==> src/rtl/link_trainer.sv <==
module link_trainer #(
  parameter int CR_WAIT_CYC = 100,
  parameter int EQ_WAIT_CYC = 400,
  parameter int CR_TRIES    = 5,
  parameter int EQ_TRIES    = 6
) (
  input  logic        clk,
  input  logic        rst_n,
  input  logic        start,
  input  logic [31:0] payload_kbs,
  input  logic [7:0]  src_rate_code,
  input  logic [7:0]  sink_rate_code,
  input  logic [2:0]  src_lanes,
  input  logic [2:0]  sink_lanes,
  input  logic        sink_enh,
  output logic        aux_req,
  output logic        aux_write,
  output logic [15:0] aux_addr,
  output logic [2:0]  aux_len,
  output logic [31:0] aux_wdata,
  input  logic        aux_done,
  input  logic        aux_err,
  input  logic [47:0] aux_rdata,
  output logic [1:0]  tx_pattern,
  output logic [7:0]  tx_swing,
  output logic [7:0]  tx_preemph,
  output logic        done,
  output logic        pass,
  output logic [7:0]  link_rate_code,
  output logic [2:0]  link_lanes
);
  localparam int TW = $clog2(CR_WAIT_CYC + EQ_WAIT_CYC + 1);
  localparam int NW = $clog2(CR_TRIES + EQ_TRIES + 1);
  localparam logic [35:0] HI_KBS = 36'd270000;
  localparam logic [35:0] LO_KBS = 36'd162000;

  typedef enum logic [3:0] {
    S_IDLE, S_SEL, S_CFG, S_TP, S_CRC, S_CRW, S_CRR, S_CRE,
    S_EQW, S_EQR, S_EQE, S_EQC, S_NEXT
  } state_t;

  state_t        st;
  logic [1:0]    idx_q, tp_q, ref_q;
  logic [2:0]    lanes_q;
  logic [47:0]   stat_q;
  logic [31:0]   conf_q;
  logic [TW-1:0] cnt_q;
  logic [NW-1:0] tries_q;
  logic          pass_q, done_q, eq_ok_q, cr_lost_q;

  logic [7:0]  max_code;
  logic [2:0]  max_ln, n_sel;
  logic [35:0] need, rate;
  logic        down;
  logic [3:0]  act;
  logic [31:0] conf_new;
  logic        cr_all, abort, eq_ok, cr_lost;
  logic [NW-1:0] tn;

  assign max_code = (src_rate_code < sink_rate_code) ? src_rate_code : sink_rate_code;
  assign max_ln   = (src_lanes < sink_lanes) ? src_lanes : sink_lanes;
  assign need     = 36'(payload_kbs >> 3) * 36'd10;
  assign rate     = (idx_q == 2'd0) ? HI_KBS : LO_KBS;

  always_comb begin
    n_sel = max_ln;
    for (int k = 0; k < 2; k++)
      if (36'(n_sel >> 1) * rate > need) n_sel = n_sel >> 1;
    down = (idx_q == 2'd0) && (36'(n_sel) * LO_KBS > need);
  end

  always_comb begin
    cr_all = 1'b1; abort = 1'b0; eq_ok = stat_q[16]; cr_lost = 1'b0;
    for (int i = 0; i < 4; i++) begin
      logic [3:0] adj;
      act[i] = 3'(i) < lanes_q;
      adj    = stat_q[32 + 4*i +: 4];
      conf_new[8*i +: 8] = act[i] ? {2'b00, adj[3:2] == 2'd3, adj[3:2], adj[1:0] == 2'd3, adj[1:0]} : 8'h00;
      if (act[i] && !stat_q[4*i] && cr_all) begin
        cr_all = 1'b0;
        abort  = conf_q[8*i + 2];
      end
      if (act[i] && !stat_q[4*i]) cr_lost = 1'b1;
      if (act[i] && stat_q[4*i +: 3] != 3'b111) eq_ok = 1'b0;
    end
  end

  assign tn = ((conf_q[1:0] != ref_q) ? NW'(0) : tries_q) + NW'(1);

  always_ff @(posedge clk or negedge rst_n) begin
    if (!rst_n) begin
      st <= S_IDLE; idx_q <= 2'd2; tp_q <= 2'd0; ref_q <= 2'd0; lanes_q <= 3'd0;
      stat_q <= '0; conf_q <= '0; cnt_q <= '0; tries_q <= '0;
      pass_q <= 1'b0; done_q <= 1'b0; eq_ok_q <= 1'b0; cr_lost_q <= 1'b0;
    end else begin
      done_q <= 1'b0;
      case (st)
        S_IDLE: if (start) begin
          pass_q <= 1'b0;
          idx_q  <= (max_code >= 8'd10) ? 2'd0 : (max_code >= 8'd6) ? 2'd1 : 2'd2;
          st     <= S_SEL;
        end
        S_SEL: if (idx_q == 2'd2) begin
          tp_q <= 2'd0; st <= S_TP;
        end else begin
          lanes_q <= n_sel;
          if (down) idx_q <= 2'd1;
          stat_q <= '0;
          st <= S_CFG;
        end
        S_CFG: if (aux_done) begin tp_q <= 2'd1; st <= S_TP; end
        S_TP: if (aux_done) begin
          tries_q <= '0; cnt_q <= '0;
          case (tp_q)
            2'd1:    begin conf_q <= conf_new; ref_q <= 2'd0; st <= S_CRC; end
            2'd2:    st <= S_EQW;
            default: begin done_q <= 1'b1; st <= S_IDLE; end
          endcase
        end
        S_CRC: if (aux_done) begin cnt_q <= '0; st <= aux_err ? S_NEXT : S_CRW; end
        S_CRW: begin
          cnt_q <= cnt_q + 1'b1;
          if (cnt_q == TW'(CR_WAIT_CYC - 1)) st <= S_CRR;
        end
        S_CRR: if (aux_done) begin
          stat_q <= aux_rdata;
          st <= aux_err ? S_NEXT : S_CRE;
        end
        S_CRE: if (cr_all) begin
          tp_q <= 2'd2; st <= S_TP;
        end else if (abort || tn >= NW'(CR_TRIES)) begin
          st <= S_NEXT;
        end else begin
          ref_q <= conf_q[1:0]; tries_q <= tn; conf_q <= conf_new; st <= S_CRC;
        end
        S_EQW: begin
          cnt_q <= cnt_q + 1'b1;
          if (cnt_q == TW'(EQ_WAIT_CYC - 1)) st <= S_EQR;
        end
        S_EQR: if (aux_done) begin
          stat_q <= aux_rdata;
          st <= aux_err ? S_NEXT : S_EQE;
        end
        S_EQE: begin
          eq_ok_q <= eq_ok; cr_lost_q <= cr_lost; conf_q <= conf_new; st <= S_EQC;
        end
        S_EQC: if (aux_done) begin
          cnt_q <= '0;
          if (eq_ok_q) begin
            pass_q <= 1'b1; tp_q <= 2'd0; st <= S_TP;
          end else if (cr_lost_q || aux_err || tries_q + NW'(1) >= NW'(EQ_TRIES)) begin
            st <= S_NEXT;
          end else begin
            tries_q <= tries_q + NW'(1); st <= S_EQW;
          end
        end
        S_NEXT: if (idx_q == 2'd0) begin
          idx_q <= 2'd1; st <= S_SEL;
        end else begin
          tp_q <= 2'd0; st <= S_TP;
        end
        default: st <= S_IDLE;
      endcase
    end
  end

  always_comb begin
    aux_req = 1'b0; aux_write = 1'b0; aux_addr = 16'h0000; aux_len = 3'd0; aux_wdata = 32'h0;
    case (st)
      S_CFG: begin
        aux_req = 1'b1; aux_write = 1'b1; aux_addr = 16'h0100; aux_len = 3'd2;
        aux_wdata = {16'h0, sink_enh, 4'b0000, lanes_q, link_rate_code};
      end
      S_TP: begin
        aux_req = 1'b1; aux_write = 1'b1; aux_addr = 16'h0102; aux_len = 3'd1;
        aux_wdata = {30'h0, tp_q};
      end
      S_CRC, S_EQC: begin
        aux_req = 1'b1; aux_write = 1'b1; aux_addr = 16'h0103; aux_len = 3'd4;
        aux_wdata = conf_q;
      end
      S_CRR, S_EQR: begin
        aux_req = 1'b1; aux_addr = 16'h0202; aux_len = 3'd6;
      end
      default: ;
    endcase
  end

  for (genvar g = 0; g < 4; g++) begin : g_lane
    assign tx_swing[2*g +: 2]   = conf_q[8*g +: 2];
    assign tx_preemph[2*g +: 2] = conf_q[8*g + 3 +: 2];
  end

  assign tx_pattern     = tp_q;
  assign done           = done_q;
  assign pass           = pass_q;
  assign link_lanes     = lanes_q;
  assign link_rate_code = (idx_q == 2'd0) ? 8'd10 : (idx_q == 2'd1) ? 8'd6 : 8'd0;

  p_req_hold_r14: assert property (@(posedge clk) disable iff (!rst_n)
    aux_req && !aux_done |=> aux_req && $stable(aux_addr) && $stable(aux_write));
  p_done_pulse_r13: assert property (@(posedge clk) disable iff (!rst_n)
    done |=> !done);
  p_done_pattern_r4: assert property (@(posedge clk) disable iff (!rst_n)
    done |-> tx_pattern == 2'd0);
  p_read_shape_r6: assert property (@(posedge clk) disable iff (!rst_n)
    aux_req && !aux_write |-> aux_addr == 16'h0202 && aux_len == 3'd6);
  p_eq_bound_r10: assert property (@(posedge clk) disable iff (!rst_n)
    st == S_EQC |-> tries_q < NW'(EQ_TRIES));
  p_pass_rate_r11: assert property (@(posedge clk) disable iff (!rst_n)
    done && pass |-> link_rate_code != 8'd0 && $countones(link_lanes) == 1);
endmodule

==> config.mk <==
export PLATFORM = sky130hd
export DESIGN_NAME = link_trainer
export DESIGN_NICKNAME = d
export VERILOG_FILES = /design/src/rtl/link_trainer.sv
export SDC_FILE = /design/constraint.sdc
export NUM_CORES = 1
export LEC_CHECK = 0
export ABC_AREA = 0
export BUFFER_PORTS_ARGS = -buffer_cell sky130_fd_sc_hd__buf_2
export CAP_MARGIN = 0
export CORE_ASPECT_RATIO = 1.25
export CORE_MARGIN = 8
export CORE_UTILIZATION = 45
export DETAILED_ROUTE_END_ITERATION = 8
export GPL_TIMING_DRIVEN = 0
export PLACE_DENSITY = 0.67
export SYNTH_ARGS = -nofsm -noshare
export SYNTH_HDL_FRONTEND = slang
export SYNTH_SLANG_ARGS = --single-unit
==> constraint.sdc <==
create_clock -name clk -period 12.4 [get_ports clk]
set_clock_uncertainty 0.1 [all_clocks]
set_input_delay 1.86 -clock clk [delete_from_list [all_inputs] [get_ports clk]]
set_output_delay 1.86 -clock clk [all_outputs]
set_load 0.01 [all_outputs]
==> metrics.csv <==
stage;metric;value;unit
power_and_ir_drop;Sequential Power Share;24.5;%
final_layout;# nets final;1689;
timing;RSZ-0062 raised after global routing;true;
synthesis;post-synthesis compound-gate area fraction;22.8;%
floorplan;I/O pin cnt;192;
detailed_routing;drt first pass iters;6;
floorplan;Rows;59;
synthesis;area leader, netlist;dfrtp_1;
floorplan;overall die area;26000;um^2
power_and_ir_drop;clock share of power;13.8;%
critical_path;most used cell, CP;ha_4;
critical_path;slowest stage delay, CP;560;ps
clock_tree;Post-CTS Hold Buffers;0;
power_and_ir_drop;Static Leakage;0.00581;uW
timing;Max Clock Freq;80.6;MHz
power_and_ir_drop;Net Switching;887;uW
global_route;vias in the first global route;9664;
synthesis;synthesized area;9490;um^2
critical_path;worst-path fanout max;5;
final_layout;fillers;1950;
run_status;status;finished with violations;
global_route;first-pass GRT wire length;46200;um
detailed_routing;Final ANT Viol Nets;0;
final_layout;Synth-to-Final Area Change;24.4;%
critical_path;CP arrival;12590;ps
critical_path;critical path class;in -> reg;
clock_tree;TritonCTS clock tree;built;
synthesis;multiplexer share of the synthesized area;2.44;%
synthesis;asr flop ratio synth;100;%
clock_tree;TritonCTS buffer count;9;
critical_path;Worst Setup End Kind;flip-flop;
synthesis;fraction of the mapped netlist area in simple logic gates;20.8;%
final_layout;final instance area;11800;um^2
run_status;failing checks;negative setup slack;
critical_path;Slowest-stage cell, CP;fa_1;
synthesis;top post-synthesis cells by area;dfrtp_1 22%, ha_1 20%, nand2_1 7.4%, a21oi_1 4.7%, o21ai_0 4.5%;
synthesis;top-count cell post-synth;nand2_1;
timing;# setup viols final;1;
placement;DP Area;10700;um^2
hold_path;Hold/Removal Path Class;reg -> reg;
timing;measured slew at the worst slew-check pin;989;ps
power_and_ir_drop;Worst VDD drop;0.0994;mV
synthesis;Top FF cell, synth;dfrtp_1;
placement;Placed Cells incl. Taps;1650;
power_and_ir_drop;Sw Ratio;48.3;%
placement;port bufs;145;
timing;final worst path period share;100;%
global_route;pin count of the biggest net entering global routing;71;
placement;post-detail-place hpwl;22200;um
timing;count of pins over their slew limit;0;
power_and_ir_drop;P per Cell Area;155;nW/um^2
synthesis;top cells by count, synth;187 x nand2_1, 148 x ha_1, 90 x a21oi_1, 86 x o21ai_0, 82 x dfrtp_1;
clock_tree;CTS sink cnt;83;
floorplan;starting density of the core;45.8;%
clock_tree;Max clock buf depth;2;
detailed_routing;drt initial violations;616;
global_route;GRT overflow;0;
critical_path;CP required;12580;ps
power_and_ir_drop;Power Internal;949;uW
clock_tree;Worst-path clk slew;60;ps
synthesis;Post-synth EDFFs;0;
critical_path;delay-heaviest family, CP;compound AO/OA/AOI/OAI gates;
timing;Sum Neg Setup Slack;-1.89;ps
detailed_routing;final WL;28500;um
global_route;initial antenna violation count;0;
detailed_routing;wire per inst;16.7;um
detailed_routing;Vias/cell;5.62;
critical_path;worst setup path start;src_lanes[1];
critical_path;crit start category;input port;
floorplan;core area;20700;um^2
power_and_ir_drop;Logic pwr share;61.7;%
synthesis;Mapped Cells;1205;
critical_path;FF-to-FF Start;idx_q[1]$_DFFE_PN1P_;
synthesis;flops & latches, synth;83;
run;# Max-Cap Violations;0;
synthesis;Seq/Total Area, Yosys;21.9;%
clock_tree;H-tree Lvls;3;
floorplan;Die H;178;um
detailed_routing;Remaining DRCs;0;
synthesis;Synth Area in XOR/XNOR;4.24;%
synthesis;Mean Syn Cell Area;7.88;um^2
timing;worst hold slack;368;ps
timing;slew margin rel.;33.4;%
global_route;gr usage total;21.3;%
detailed_routing;via count;9600;
timing;post-route setup slack;-1.89;ps
clock_tree;CTS Root Buffer Type;clkbuf_16;
critical_path;crit path buf inv count;5;
placement;final RePlAce weighted congestion;0.916;
synthesis;top cell type's share of synthesized area;21.6;%
synthesis;Synth cell types;81;
synthesis;largest family of logic cells by synthesized area;compound AO/OA/AOI/OAI gates;
timing;Final Critical Period;12400;ps
timing;Hold Violations, Final;0;
final_layout;share of layout cells above drive strength 1;24.0;%
final_layout;post-route insts no fill;1708;
hold_path;hold path start;conf_q[29]$_DFFE_PN0P_;
synthesis;adder-cell share of the synthesized area;20.6;%
synthesis;synth warn;0;
floorplan;Die W;146;um
clock_tree;clk_lat worst skew;340;ps
## layer usage
| metal | global-route usage (%) | vias up | share of wire, % |
|---|---|---|---|
| li1 | - | 4716 | - |
| met1 | 22.7 | 4475 | 39 |
| met2 | 40.4 | 330 | 52 |
| met3 | 3.35 | 79 | 5.2 |
| met4 | 10.3 | 0 | 4.2 |
| met5 | 0 | - | 0 |
## sequential cells by signal (all words and copies together), names as in the netlist
name	cells
pass	1
done	1
eq_ok_q	1
st	4
link_lanes	3
tx_pattern	2
idx_q	2
cr_lost_q	1
conf_q	24
tries_q	4
stat_q	29
ref_q	2
cnt_q	9
## worst min-delay path: stages (launching register included)
cell	delay, ps
dfrtp_1	340
nand2_1	40
o21ai_0	50
## final timing paths
kind,end,slack (ps),cells after the start
worst max-delay path,idx_q[0]$_DFFE_PN0P_,-2,58
worst min-delay path,conf_q[29]$_DFFE_PN0P_,370,2
worst max register to register,idx_q[0]$_DFFE_PN0P_,770,55
worst min register to register,conf_q[29]$_DFFE_PN0P_,370,2
max in group asynchronous,stat_q[40]$_DFFE_PN0P_,10320,2
min in group asynchronous,cnt_q[2]$_DFFE_PN0P_,1270,1
## timing repair
item,in CTS,in global routing
buffers inserted,32,12
gates cloned,0,0
resized for setup,70,29
pin swaps,55,47
setup endpoints to repair,2,2
## cell families after synthesis
| kind of cell | after synthesis |
|---|---|
| AOI/OAI and AO/OA | 343 |
| adders and majority gates | 153 |
| DFF | 83 |
| xor gates and xnor gates | 46 |
| and+or+nand+nor | 418 |
| muxes | 22 |
| other | 1 |
| buffers and inverters | 139 |
## cell usage in the layout, fill, tap and decap left out, drive strengths merged, types with 8 or more instances in the layout
| cell | count |
|---|---|
| nand4 | 22 |
| dfrtp | 82 |
| a211oi | 8 |
| a21oi | 91 |
| a22oi | 10 |
| clkbuf | 53 |
| and3 | 11 |
| nand3 | 28 |
| nor4 | 9 |
| nor2 | 71 |
| and2 | 22 |
| mux2i | 16 |
| conb | 26 |
| xor2 | 26 |
| buf | 233 |
| nand2b | 9 |
| o22ai | 10 |
| inv | 50 |
| a21o | 35 |
| o21ai | 109 |
| xnor2 | 20 |
| nand2 | 187 |
| nor2b | 22 |
| a31oi | 18 |
| ha | 148 |
| nor3 | 17 |
## per-stage QoR
step	total power, uW	utilization (%)	setup slack [ps]
6_report	1840	56.9	-1.89
5_1_grt	2000	56.9	-589
4_1_cts	1800	55.9	-35.5
3_5_place_dp	1480	51.8	-1990
3_3_place_gp	1460	51.7	-1790
2_1_floorplan	1170	-	32.7
## cell type report
| cell class | instances | area [um^2] | share of cell area, % |
|---|---|---|---|
| diodes | 1 | 2.50 | 0.0212 |
| plain buffers | 86 | 487 | 4.12 |
| clock buffers | 10 | 229 | 1.94 |
| clock inverters | 6 | 50.0 | 0.424 |
| inverters | 50 | 195 | 1.65 |
| multi-input cells | 1008 | 7310 | 61.9 |
| flip-flops and latches | 83 | 2080 | 17.6 |
| well taps | 274 | 343 | 2.90 |
| repair buffers | 190 | 1120 | 9.46 |
## power groups by stage
stage | sequential (uW) | combinational, uW | clock (uW)
after detailed placement | 454 | 1030 | 0
after floorplan | 429 | 737 | 0
final | 450 | 1130 | 253
after global placement | 452 | 1010 | 0
after CTS | 450 | 1090 | 258
after global routing | 463 | 1270 | 269
(Power assumes the default switching activity.)
